File: src/rtl/edv_pkg.sv
package edv_pkg;
  typedef struct packed {
    logic loadThr;
    logic loadVolt;
    logic setWarn;
    logic setFail;
    logic clrWarn;
    logic clrFail;
  } ctlStrobes_t;

  typedef struct packed {
    logic sampleBelowWarn;
    logic sampleBelowFail;
    logic storedOkWarn;
    logic storedOkFail;
  } cmpResult_t;
endpackage

File: src/rtl/edv_datapath.sv
module edv_datapath import edv_pkg::*; #(
  parameter int CODE_W = 8,
  parameter int ADDR_W = 4,
  parameter logic [ADDR_W-1:0] THR_ADDR = 4'hC,
  parameter logic [ADDR_W-1:0] VOLT_ADDR = 4'hB,
  parameter logic [CODE_W-1:0] THR_RESET = 8'h70,
  parameter int FAIL_OFFSET = 11
) (
  input  logic              clk,
  input  logic              rstN,
  input  ctlStrobes_t       strobe,
  input  logic [CODE_W-1:0] wrData,
  input  logic [CODE_W-1:0] sampleCode,
  input  logic [ADDR_W-1:0] rdAddr,
  output cmpResult_t        cmp,
  output logic [CODE_W-1:0] rdData,
  output logic [CODE_W-1:0] thrQ,
  output logic [CODE_W-1:0] voltQ
);
  localparam logic [CODE_W-1:0] OFFSET_CODE = CODE_W'(FAIL_OFFSET);

  logic [CODE_W-1:0] failThr;

  // Threshold register: software-writable
  always_ff @(posedge clk or negedge rstN) begin
    if (!rstN)              thrQ <= THR_RESET;
    else if (strobe.loadThr) thrQ <= wrData;
  end

  // Voltage register: refreshed from each valid sample
  always_ff @(posedge clk or negedge rstN) begin
    if (!rstN)                voltQ <= '0;
    else if (strobe.loadVolt) voltQ <= sampleCode;
  end

  // Lowered level for the failure flag, saturating at zero
  generate
    if (FAIL_OFFSET == 0) begin : gNoOffset
      assign failThr = thrQ;
    end else begin : gSatSub
      always_comb begin
        if (thrQ >= OFFSET_CODE) failThr = thrQ - OFFSET_CODE;
        else                     failThr = '0;
      end
    end
  endgenerate

  always_comb begin
    cmp.sampleBelowWarn = sampleCode < thrQ;
    cmp.sampleBelowFail = sampleCode < failThr;
    cmp.storedOkWarn    = voltQ >= thrQ;
    cmp.storedOkFail    = voltQ >= failThr;
  end

  always_comb begin
    if (rdAddr == THR_ADDR)       rdData = thrQ;
    else if (rdAddr == VOLT_ADDR) rdData = voltQ;
    else                          rdData = '0;
  end
endmodule

File: src/rtl/edv_control.sv
module edv_control import edv_pkg::*; #(
  parameter int ADDR_W = 4,
  parameter logic [ADDR_W-1:0] THR_ADDR = 4'hC
) (
  input  logic              clk,
  input  logic              rstN,
  input  logic              regWrEn,
  input  logic [ADDR_W-1:0] regAddr,
  input  logic              sampleValid,
  input  logic              overload,
  input  logic              chargeValid,
  input  logic              displayEn,
  input  logic              tick4Hz,
  input  cmpResult_t        cmp,
  output ctlStrobes_t       strobe,
  output logic              warnFlag,
  output logic              failFlag,
  output logic              seg1Out,
  output logic              segAllOff,
  output logic              emptyHiZ
);
  logic blinkPhase;
  logic sampleArmed;

  assign sampleArmed = sampleValid && !overload;

  always_comb begin
    strobe.loadThr  = regWrEn && (regAddr == THR_ADDR);
    strobe.loadVolt = sampleValid;
    strobe.setWarn  = sampleArmed && cmp.sampleBelowWarn;
    strobe.setFail  = sampleArmed && cmp.sampleBelowFail;
    strobe.clrWarn  = chargeValid && cmp.storedOkWarn;
    strobe.clrFail  = chargeValid && cmp.storedOkFail;
  end

  // Sticky flags; set wins over clear
  always_ff @(posedge clk or negedge rstN) begin
    if (!rstN) begin
      warnFlag <= 1'b0;
      failFlag <= 1'b0;
    end else begin
      if (strobe.setWarn)      warnFlag <= 1'b1;
      else if (strobe.clrWarn) warnFlag <= 1'b0;
      if (strobe.setFail)      failFlag <= 1'b1;
      else if (strobe.clrFail) failFlag <= 1'b0;
    end
  end

  // Blink phase: held at 0 without warning, toggles on each 4 Hz tick
  always_ff @(posedge clk or negedge rstN) begin
    if (!rstN)          blinkPhase <= 1'b0;
    else if (!warnFlag) blinkPhase <= 1'b0;
    else if (tick4Hz)   blinkPhase <= ~blinkPhase;
  end

  always_comb begin
    segAllOff = failFlag;
    emptyHiZ  = failFlag;
    if (failFlag)      seg1Out = 1'b0;
    else if (warnFlag) seg1Out = displayEn && blinkPhase;
    else               seg1Out = displayEn;
  end
endmodule

File: src/rtl/edv_monitor.sv
module edv_monitor import edv_pkg::*; #(
  parameter int CODE_W = 8,
  parameter int ADDR_W = 4,
  parameter logic [ADDR_W-1:0] THR_ADDR = 4'hC,
  parameter logic [ADDR_W-1:0] VOLT_ADDR = 4'hB,
  parameter logic [CODE_W-1:0] THR_RESET = 8'h70,
  parameter int FAIL_OFFSET = 11
) (
  input  logic              clk,
  input  logic              rstN,
  input  logic              regWrEn,
  input  logic [ADDR_W-1:0] regAddr,
  input  logic [CODE_W-1:0] regWrData,
  output logic [CODE_W-1:0] regRdData,
  input  logic              sampleValid,
  input  logic [CODE_W-1:0] sampleCode,
  input  logic              overload,
  input  logic              chargeValid,
  input  logic              displayEn,
  input  logic              tick4Hz,
  output logic              warnFlag,
  output logic              failFlag,
  output logic              seg1Out,
  output logic              segAllOff,
  output logic              emptyHiZ
);
  ctlStrobes_t       strobe;
  cmpResult_t        cmp;
  logic [CODE_W-1:0] thrQ;
  logic [CODE_W-1:0] voltQ;

  edv_datapath #(
    .CODE_W(CODE_W), .ADDR_W(ADDR_W), .THR_ADDR(THR_ADDR),
    .VOLT_ADDR(VOLT_ADDR), .THR_RESET(THR_RESET), .FAIL_OFFSET(FAIL_OFFSET)
  ) u_dp (
    .clk(clk), .rstN(rstN), .strobe(strobe), .wrData(regWrData),
    .sampleCode(sampleCode), .rdAddr(regAddr), .cmp(cmp),
    .rdData(regRdData), .thrQ(thrQ), .voltQ(voltQ)
  );

  edv_control #(.ADDR_W(ADDR_W), .THR_ADDR(THR_ADDR)) u_ctl (
    .clk(clk), .rstN(rstN), .regWrEn(regWrEn), .regAddr(regAddr),
    .sampleValid(sampleValid), .overload(overload), .chargeValid(chargeValid),
    .displayEn(displayEn), .tick4Hz(tick4Hz), .cmp(cmp), .strobe(strobe),
    .warnFlag(warnFlag), .failFlag(failFlag), .seg1Out(seg1Out),
    .segAllOff(segAllOff), .emptyHiZ(emptyHiZ)
  );
endmodule

File: config.mk
export PLATFORM = sky130hd
export DESIGN_NAME = edv_monitor
export DESIGN_NICKNAME = d
export VERILOG_FILES = /design/src/rtl/edv_pkg.sv /design/src/rtl/edv_datapath.sv /design/src/rtl/edv_control.sv /design/src/rtl/edv_monitor.sv
export SDC_FILE = /design/constraint.sdc
export NUM_CORES = 1
export LEC_CHECK = 0
export CORE_MARGIN = 2
export CORE_UTILIZATION = 45
export CTS_CLUSTER_DIAMETER = 60
export DETAILED_ROUTE_END_ITERATION = 8
export PLACE_DENSITY_LB_ADDON = 0.08
export SYNTH_ARGS = -nofsm -noshare
export SYNTH_HDL_FRONTEND = slang
export SYNTH_SLANG_ARGS = --single-unit
File: constraint.sdc
create_clock -name clk -period 4.3 [get_ports clk]
set_input_delay 0.86 -clock clk [delete_from_list [all_inputs] [get_ports clk]]
set_output_delay 0.86 -clock clk [all_outputs]
set_load 0.02 [all_outputs]
==> impl_metrics.py, run 1 <==
metrics = {
    "final_layout": {
        "drive_gt1_frac": 0.0922,
        "antenna_cells": 0,
        "final_util": 0.592,
        "layout.nets": 277,
        "area_delta_synth_final_pct": 26.5,
        "fillers": 332,
    },
    "detailed_routing": {
        "via_per_inst": 5.58,
        "wirelength_um": 4070,
        "wl_per_cell_um": 15.4,
        "dr.pass1.iters": 4,
        "drt_iter0_drc": 44,
        "drc": 0,
        "antenna_left": 0,
        "via_count": 1479,
    },
    "sta": {
        "fin_crit_ps": 3460,
        "slew_violations": 0,
        "slew_headroom": 0.417,
        "finalSetupViolations": 0,
        "finalHoldViolations": 0,
        "worst_slew_pin_slew_ps": 872,
        "setup-tns-final_ps": 0,
        "finClkSkew_ps": 3.79,
        "fmax_mhz": 289,
        "worst_slack_ps": 843,
        "finalCritPeriodShare": 0.804,
        "rsz0062_at_grt": "no",
    },
    "clocking": {
        "cts_root_buf": "clkbuf_8",
        "clock_sinks": 19,
        "cts_buffers": 3,
        "clock_latency_ps": 260,
        "post-cts-setup-buffers": 0,
        "cts_buffer_depth": 2,
        "post_cts_resized": 0,
        "hold_buffers": 0,
        "cts_tree": "done",
        "cts.clk_slew.worst_paths_ps": 70,
        "htree_levels": 1,
    },
    "grt": {
        "grt_first_pass_wirelength_um": 6790,
        "overflow": 0,
        "first_global_vias": 1476,
        "grt_max_degree": 20,
        "antenna_found_initial": 0,
        "grtUsageTotal": 0.207,
    },
    "yosys": {
        "syn_inst": 179,
        "yosysSeqAreaShare": 0.282,
        "synth_top_cell_by_area": "dfrtp_1",
        "ys_top_cells_by_area": "dfrtp_1 24%, ha_1 23%, dfstp_2 4.6%",
        "syn_area_per_cell_um2": 9.50,
        "yosys_warnings": 0,
        "mappedNetlistArea_mm2": 0.00170,
        "synth.distinct_cells": 41,
        "yosys.area.top_type_share": 0.235,
        "synth-seq-cells": 19,
        "synthesis.nets": 238,
    },
    "placement": {
        "dp.final_hpwl_um": 3290,
        "routabilityCongestion": 0.843,
        "pre_cts_slack_ps": 830,
        "io_buffers": 40,
    },
    "floorplanning": {
        "die_w_um": 65.5,
        "die_area_mm2": 0.00429,
        "fp-row-count": 22,
        "start_util": 0.468,
        "io_pins": 41,
        "die_h_um": 65.5,
        "core_area_mm2": 0.00363,
    },
    "worst_setup_path": {
        "cp_num_buf_inv": 2,
        "cp_slowest_cell": "clkdlybuf4s50_1",
        "worstPathArrival_ps": 2600,
        "critPathRequiredTime_ps": 3440,
        "worstSetupPathType": "input port to output pin",
        "path_common_cell": "clkdlybuf4s50_1",
        "cp-start-kind": "input port",
        "crit_cells": 5,
        "end_kind": "output pin",
        "crit_path_cell_trace": "clkdlybuf4s50_1 -> and3b_1 -> a22oi_1 -> nor2b_1 -> clkdlybuf4s50_1",
        "worstPathMaxFanout": 8,
        "slowest_delay_ps": 620,
        "ff2ff_path_depth": 9,
        "critPathTopFamily": "buffers and inverters",
    },
    "run_status": {
        "outcome": "finished, final reports clean",
    },
    "run": {
        "drv_cap": 0,
    },
    "worst_hold_path": {
        "min_path_cells": 1,
        "hold_path.class": "register to register",
    },
    "power": {
        "leakage_uw": 0.000910,
        "vdd_ir_drop_max_mv": 0.165,
        "powerDensity_mw_per_mm2": 402,
    },
}
==> final cells by class <==
type,instances,area (µm²),share of cell area
Inverter,8,30.0,0.0140
Clock buffer,4,45.0,0.0209
Multi-Input combinational cell,146,1140,0.528
Tap cell,48,60.1,0.0279
Sequential cell,19,479,0.223
Timing Repair Buffer,40,400,0.186
==> stage by stage <==
| step | hold slack, ps | power (µW) | area (µm²) | std cells |
|---|---|---|---|---|
| floorplan | 537 | 584 | 1700 | 179 |
| global placement | 540 | 718 | 2110 | 261 |
| detailed placement | 554 | 735 | 2110 | 261 |
| CTS | 574 | 868 | 2150 | 265 |
| global route | 581 | 946 | 2150 | 265 |
| finish | 562 | 865 | 2150 | 265 |
==> worst register-to-register path: cells and delay by family (launching register included) <==
kind                       cells  cell delay (ps)
AOI/OAI and AO/OA              6             1220
adders and majority gates      2              550
DFF                            1              470
and+or+nand+nor                1              230
==> report_power, final <==
group | internal (µW) | switching, µW
Combinational | 219 | 242
Clock | 66.0 | 62.1
Sequential | 223 | 51.9
Total | 508 | 356
==> layout by cell type (no fill, tap or decap), drive strengths merged, types with 3 or more instances in the layout <==
cell | synthesis | final
dfstp | 3 | 3
nor3b | 3 | 3
a211o | 3 | 3
o21ai | 15 | 15
nand2b | 3 | 3
ha | 31 | 31
nor2b | 9 | 9
a31oi | 4 | 4
a2111oi | 3 | 3
dfrtp | 16 | 16
mux2 | 8 | 8
clkdlybuf4s50 | 0 | 40
nand3 | 3 | 3
nand2 | 15 | 15
nor2 | 10 | 10
a21oi | 8 | 8
clkbuf | 1 | 4
inv | 8 | 8
a22oi | 8 | 8
==> routing by layer <==
metal | GRT usage | vias up | share of wire | wire length (µm)
li1 | - | 745 | - | -
met5 | 0 | - | 0 | 0
met3 | 0.0394 | 4 | 0.043 | 175
met4 | 0.0443 | 0 | 0.0059 | 24
met1 | 0.267 | 700 | 0.46 | 1860
met2 | 0.360 | 30 | 0.49 | 2010
==> worst paths after layout <==
kind	start	to	slack, ps
max	regAddr[0]	regRdData[5]	840
min	u_ctl.warnFlag	u_ctl.blinkPhase	560
max reg2reg	u_dp.thrQ[0]	u_ctl.emptyHiZ	1740
min reg2reg	u_ctl.warnFlag	u_ctl.blinkPhase	560
max in group asynchronous	rstN	u_dp.thrQ[7]	2670
min in group asynchronous	rstN	u_dp.voltQ[4]	1090
==> synth_stat cells (all sizes together) <==
cell,count
a2111oi,3
a211o,3
a211oi,1
a21o,2
a21oi,8
a22oi,8
a31oi,4
and2,2
and3,1
and3b,1
buf,5
clkbuf,1
dfrtp,16
dfstp,3
ha,31
inv,8
mux2,8
nand2,15
nand2b,3
nand3,3
nand4,1
nor2,10
nor2b,9
nor3,2
nor3b,3
nor4,2
o2111ai,2
o211ai,2
o21a,2
o21ai,15
o2bb2ai,1
o31ai,1
xnor2,2
xor2,1
==> cells by family (layout without fill, tap and decap cells) <==
family                     count (synthesis)  in the layout  share of synthesized area
AOI/OAI and AO/OA                         52             52                      0.206
muxes                                      8              8                     0.0530
xor gates and xnor gates                   3              3                     0.0155
buffers and inverters                     14             52                     0.0500
and+or+nand+nor                           52             52                      0.166
DFF                                       19             19                      0.282
adders and majority gates                 31             31                      0.228
==> flip-flops by register name (all words and copies together), names as in the netlist <==
signal / flops
u_dp.thrQ: 8
u_dp.voltQ: 8
u_ctl.emptyHiZ: 1
u_ctl.warnFlag: 1
u_ctl.blinkPhase: 1
(Power assumes the default switching activity.)
==> run 2: changes to the inputs <==
clock period = 3.4 ns   (was 4.3 ns; I/O delays follow)
==> run 2 against run 1 <==
Compared with the run above:
- global-route usage up 0.52 points
- critical path type unchanged
- clock-buffer cell count unchanged
- hold slack better by 8.8 ps
- clock skew down 1.6 ps
- die area unchanged
- first-iteration DRC count up 82%
- register-to-register slack worse by 990 ps
- largest power group unchanged
- critical endpoint is now regRdData[2]
- via count up 4.1%
- critical path depth unchanged
- non-clock buffer count up 2
==> impl_metrics.py, run 2 (synthesis results as in run 1) <==
metrics = {
    "run_status": {
        "outcome": "finished, final reports clean",
    },
    "grt": {
        "grt_first_pass_wirelength_um": 7010,
        "antenna_found_initial": 0,
        "grtUsageTotal": 0.212,
        "overflow": 0,
        "grt_max_degree": 20,
        "first_global_vias": 1537,
    },
    "final_layout": {
        "drive_gt1_frac": 0.100,
        "layout.nets": 279,
        "final_cells": 267,
        "final_cell_mix": "40 x clkdlybuf4s50_1, 31 x ha_1, 16 x dfrtp_1",
        "area_delta_synth_final_pct": 27.4,
        "largestRegisters": "u_dp.thrQ (8), u_dp.voltQ (8)",
        "layout_commonest_cell": "clkdlybuf4s50_1",
        "design_area_mm2": 0.00217,
        "antenna_cells": 0,
    },
    "detailed_routing": {
        "dr.pass1.iters": 4,
        "wirelength_um": 4110,
        "drc": 0,
        "via_count": 1540,
        "antenna_left": 0,
        "via_per_inst": 5.77,
        "drt_iter0_drc": 80,
        "wl_per_cell_um": 15.4,
    },
    "floorplanning": {
        "core_area_mm2": 0.00363,
        "die_area_mm2": 0.00429,
        "die_h_um": 65.5,
        "fp-row-count": 22,
        "die_w_um": 65.5,
        "start_util": 0.468,
        "io_pins": 41,
    },
    "worst_setup_path": {
        "end_kind": "output pin",
        "worstPathArrival_ps": 2440,
        "r2r_start": "u_dp.thrQ[0]",
        "ff2ff_path_depth": 9,
        "startpoint": "regAddr[1]",
        "r2r_end": "u_ctl.emptyHiZ",
        "worstSetupPathType": "input port to output pin",
        "endpoint": "regRdData[2]",
        "critPathRequiredTime_ps": 2720,
        "worstPathMaxFanout": 9,
        "cp-start-kind": "input port",
        "reg2reg_slack_ps": 750,
    },
    "clocking": {
        "hold_buffers": 0,
        "htree_levels": 1,
        "cts.clk_slew.worst_paths_ps": 70,
        "clock_sinks": 19,
        "post-cts-setup-buffers": 0,
        "cts_tree": "done",
        "post_cts_resized": 0,
        "clock_latency_ps": 260,
        "cts_buffers": 3,
        "cts_buffer_depth": 2,
        "cts_root_buf": "clkbuf_8",
    },
    "sta": {
        "setup-tns-final_ps": 0,
        "finClkSkew_ps": 2.20,
        "fmax_mhz": 321,
        "worst_slew_pin_slew_ps": 893,
        "finalCritPeriodShare": 0.917,
        "slew_headroom": 0.403,
        "finalSetupViolations": 0,
        "finalHoldViolations": 0,
        "slew_violations": 0,
        "fin_crit_ps": 3120,
        "rsz0062_at_grt": "no",
    },
    "run": {
        "drv_cap": 0,
    },
    "placement": {
        "placed_area_mm2": 0.00212,
        "routabilityCongestion": 0.847,
        "dp.final_hpwl_um": 3380,
        "dp_cells": 263,
        "io_buffers": 40,
    },
    "worst_hold_path": {
        "hold_path.class": "register to register",
    },
    "power": {
        "total_power_uw": 1100,
        "powerDensity_mw_per_mm2": 508,
        "leakage_uw": 0.000921,
        "vdd_ir_drop_max_mv": 0.280,
    },
}
-- run 2: report_power, final --
group          switching [µW]  internal, µW
sequential               64.7           283
clock                    75.9          83.5
combinational             314           279
-- run 2: worst max-delay path, cell delays in order --
cell,delay [ps]
clkdlybuf4s50_1,460
nor3b_4,380
a22oi_1,150
nor2b_1,150
clkdlybuf4s50_1,620
-- run 2: worst min path at each step --
stage	startpoint	to	slack, ps	cells after the start
detailed placement	u_ctl.warnFlag	u_ctl.blinkPhase	560	1
finish	u_ctl.warnFlag	u_ctl.blinkPhase	570	1
CTS	u_ctl.warnFlag	u_ctl.blinkPhase	580	1
global route	u_ctl.warnFlag	u_ctl.blinkPhase	610	1
global placement	u_ctl.warnFlag	u_ctl.blinkPhase	540	1
floorplan	rstN	u_ctl.blinkPhase	380	0
-- run 2: final cells by class --
cell class / count / area [µm²]
Timing Repair Buffer: 42 / 415
Multi-Input combinational cell: 146 / 1140
Clock buffer: 4 / 45.0
Tap cell: 48 / 60.1
Sequential cell: 19 / 479
Fill cell: 332 / 1470
Inverter: 8 / 30.0
-- run 2: layer usage --
metal	up-vias	GRT usage	routed length (µm)
met5	-	0	0
met4	0	0.0573	38
met3	6	0.0377	186
met1	741	0.260	1760
li1	750	-	-
met2	43	0.381	2120
-- run 2: per-stage QoR --
step	utilization	hold WS, ps	setup WS [ps]
after floorplan	-	384	1190
after global placement	0.584	540	364
after detailed placement	0.584	561	290
after CTS	0.596	582	279
after global routing	0.596	613	172
final	0.596	570	283
==> run 3: changes to the inputs <==
CORE_UTILIZATION = 50   (was 45)
SLEW_MARGIN = 25   (was default)
==> run 3 against run 2 <==
Compared with the run above:
- clock skew down 1.5 ps
- clock-buffer cell count did not move
- wire length grew 1.4%
- highest routed layer unchanged
- global-route usage grew 1.6 points
- largest power group unchanged
- non-clock buffer count unchanged
- sequential share of layout area rose by 0.22 points
- setup slack got worse by 3.2 ps
- cell count decreased by 0.75%
- critical path type unchanged
- cell area decreased by 0.98%
- register-to-register slack gained 50 ps
- sequential cell count stayed put
==> impl_metrics.py, run 3 (synthesis results as in run 1) <==
metrics = {
    "run_status": {
        "outcome": "finished, final reports clean",
    },
    "final_layout": {
        "fillers": 304,
        "layout_commonest_cell": "clkdlybuf4s50_1",
        "drive_gt1_frac": 0.100,
        "area_delta_synth_final_pct": 26.1,
        "layout.nets": 279,
        "largestRegisters": "u_dp.thrQ (8), u_dp.voltQ (8)",
        "final_cell_mix": "40 x clkdlybuf4s50_1, 31 x ha_1, 16 x dfrtp_1",
        "antenna_cells": 0,
    },
    "worst_hold_path": {
        "worstHoldEndpoint": "u_ctl.blinkPhase",
        "hold_path.class": "register to register",
        "min_path_cells": 1,
        "hold_start": "u_ctl.warnFlag",
    },
    "detailed_routing": {
        "dr.pass1.iters": 4,
        "wirelength_um": 4170,
        "drt_iter0_drc": 100,
        "antenna_left": 0,
        "via_count": 1550,
        "via_per_inst": 5.85,
        "drc": 0,
        "wl_per_cell_um": 15.7,
    },
    "placement": {
        "pre_cts_slack_ps": 287,
        "routabilityCongestion": 0.831,
        "io_buffers": 40,
        "dp.final_hpwl_um": 3400,
    },
    "grt": {
        "first_global_vias": 1532,
        "grt_first_pass_wirelength_um": 7060,
        "grt_max_degree": 20,
        "grtUsageTotal": 0.228,
        "overflow": 0,
        "antenna_found_initial": 0,
    },
    "worst_setup_path": {
        "ff2ff_path_depth": 9,
        "end_kind": "output pin",
        "reg2reg_slack_ps": 800,
        "critPathRequiredTime_ps": 2720,
        "r2r_start": "u_dp.thrQ[0]",
        "worstPathArrival_ps": 2440,
        "worstPathMaxFanout": 9,
        "worstSetupPathType": "input port to output pin",
        "r2r_end": "u_ctl.emptyHiZ",
        "cp-start-kind": "input port",
    },
    "sta": {
        "fin_crit_ps": 3120,
        "finalCritPeriodShare": 0.918,
        "finClkSkew_ps": 0.655,
        "setup-tns-final_ps": 0,
        "rsz0062_at_grt": "no",
        "finalSetupViolations": 0,
        "fmax_mhz": 320,
        "slew_violations": 0,
        "worst_slack_ps": 279,
        "worst_slew_pin_slew_ps": 928,
        "slew_headroom": 0.379,
        "finalHoldViolations": 0,
    },
    "clocking": {
        "cts.clk_slew.worst_paths_ps": 110,
        "post-cts-setup-buffers": 0,
        "hold_buffers": 0,
        "cts_tree": "done",
        "cts_buffer_depth": 2,
        "clock_sinks": 19,
        "cts_root_buf": "clkbuf_4",
        "htree_levels": 1,
        "post_cts_resized": 0,
        "clock_latency_ps": 310,
        "cts_buffers": 3,
    },
    "floorplanning": {
        "io_pins": 41,
        "fp-row-count": 21,
        "core_area_mm2": 0.00331,
        "die_w_um": 62.3,
        "start_util": 0.514,
        "die_area_mm2": 0.00388,
        "die_h_um": 62.3,
    },
    "power": {
        "total_power_uw": 1060,
        "leakage_uw": 0.000913,
        "vdd_ir_drop_max_mv": 0.245,
        "powerDensity_mw_per_mm2": 495,
    },
    "run": {
        "drv_cap": 0,
    },
}
[run 3: cell types whose count changed in the layout (fill, tap and decap cells not counted)]
| cell | delta |
|---|---|
| clkbuf_8 | -3 |
| clkbuf_4 | +3 |
[run 3: per-layer routing]
layer,track usage,wire (µm)
met5,0,0
met2,0.410,2100
met3,0.0362,184
met1,0.279,1820
met4,0.0750,66
[run 3: layout make-up]
cell class	instances	area [µm²]	area share
sequential	19	479	0.223
clock buffer	4	26.3	0.0123
inverter	8	30.0	0.0140
timing repair buffer	42	415	0.194
tap	46	57.6	0.0268
multi-input combinational	146	1140	0.530
[run 3: worst max-delay path by stage]
stage	from	to	cells past startpoint
floorplan	u_dp.thrQ[0]	u_ctl.emptyHiZ	9
global placement	regAddr[1]	regRdData[1]	5
detailed placement	regAddr[1]	regRdData[2]	5
CTS	regAddr[1]	regRdData[2]	5
global route	regAddr[1]	regRdData[4]	5
finish	regAddr[1]	regRdData[2]	5
[run 3: through the flow]
step,std cells,util,area (µm²),hold slack (ps)
CTS,265,0.648,2140,579
detailed placement,261,0.640,2120,551
global route,265,0.648,2140,583
floorplan,179,-,1700,384
finish,265,0.648,2140,569
global placement,261,0.640,2120,540
[run 3: where the power goes]
group          switching (µW)  total (µW)  internal [µW]  leakage, µW
combinational             313         593            280     0.000677
clock                    77.2         123           45.9    0.0000150
sequential               63.8         346            282     0.000220
total                     454        1060            608     0.000913
[run 3: worst max-delay path: stages]
cell	delay (ps)
clkdlybuf4s50_1	460
nor3b_4	390
a22oi_1	150
nor2b_1	130
clkdlybuf4s50_1	630
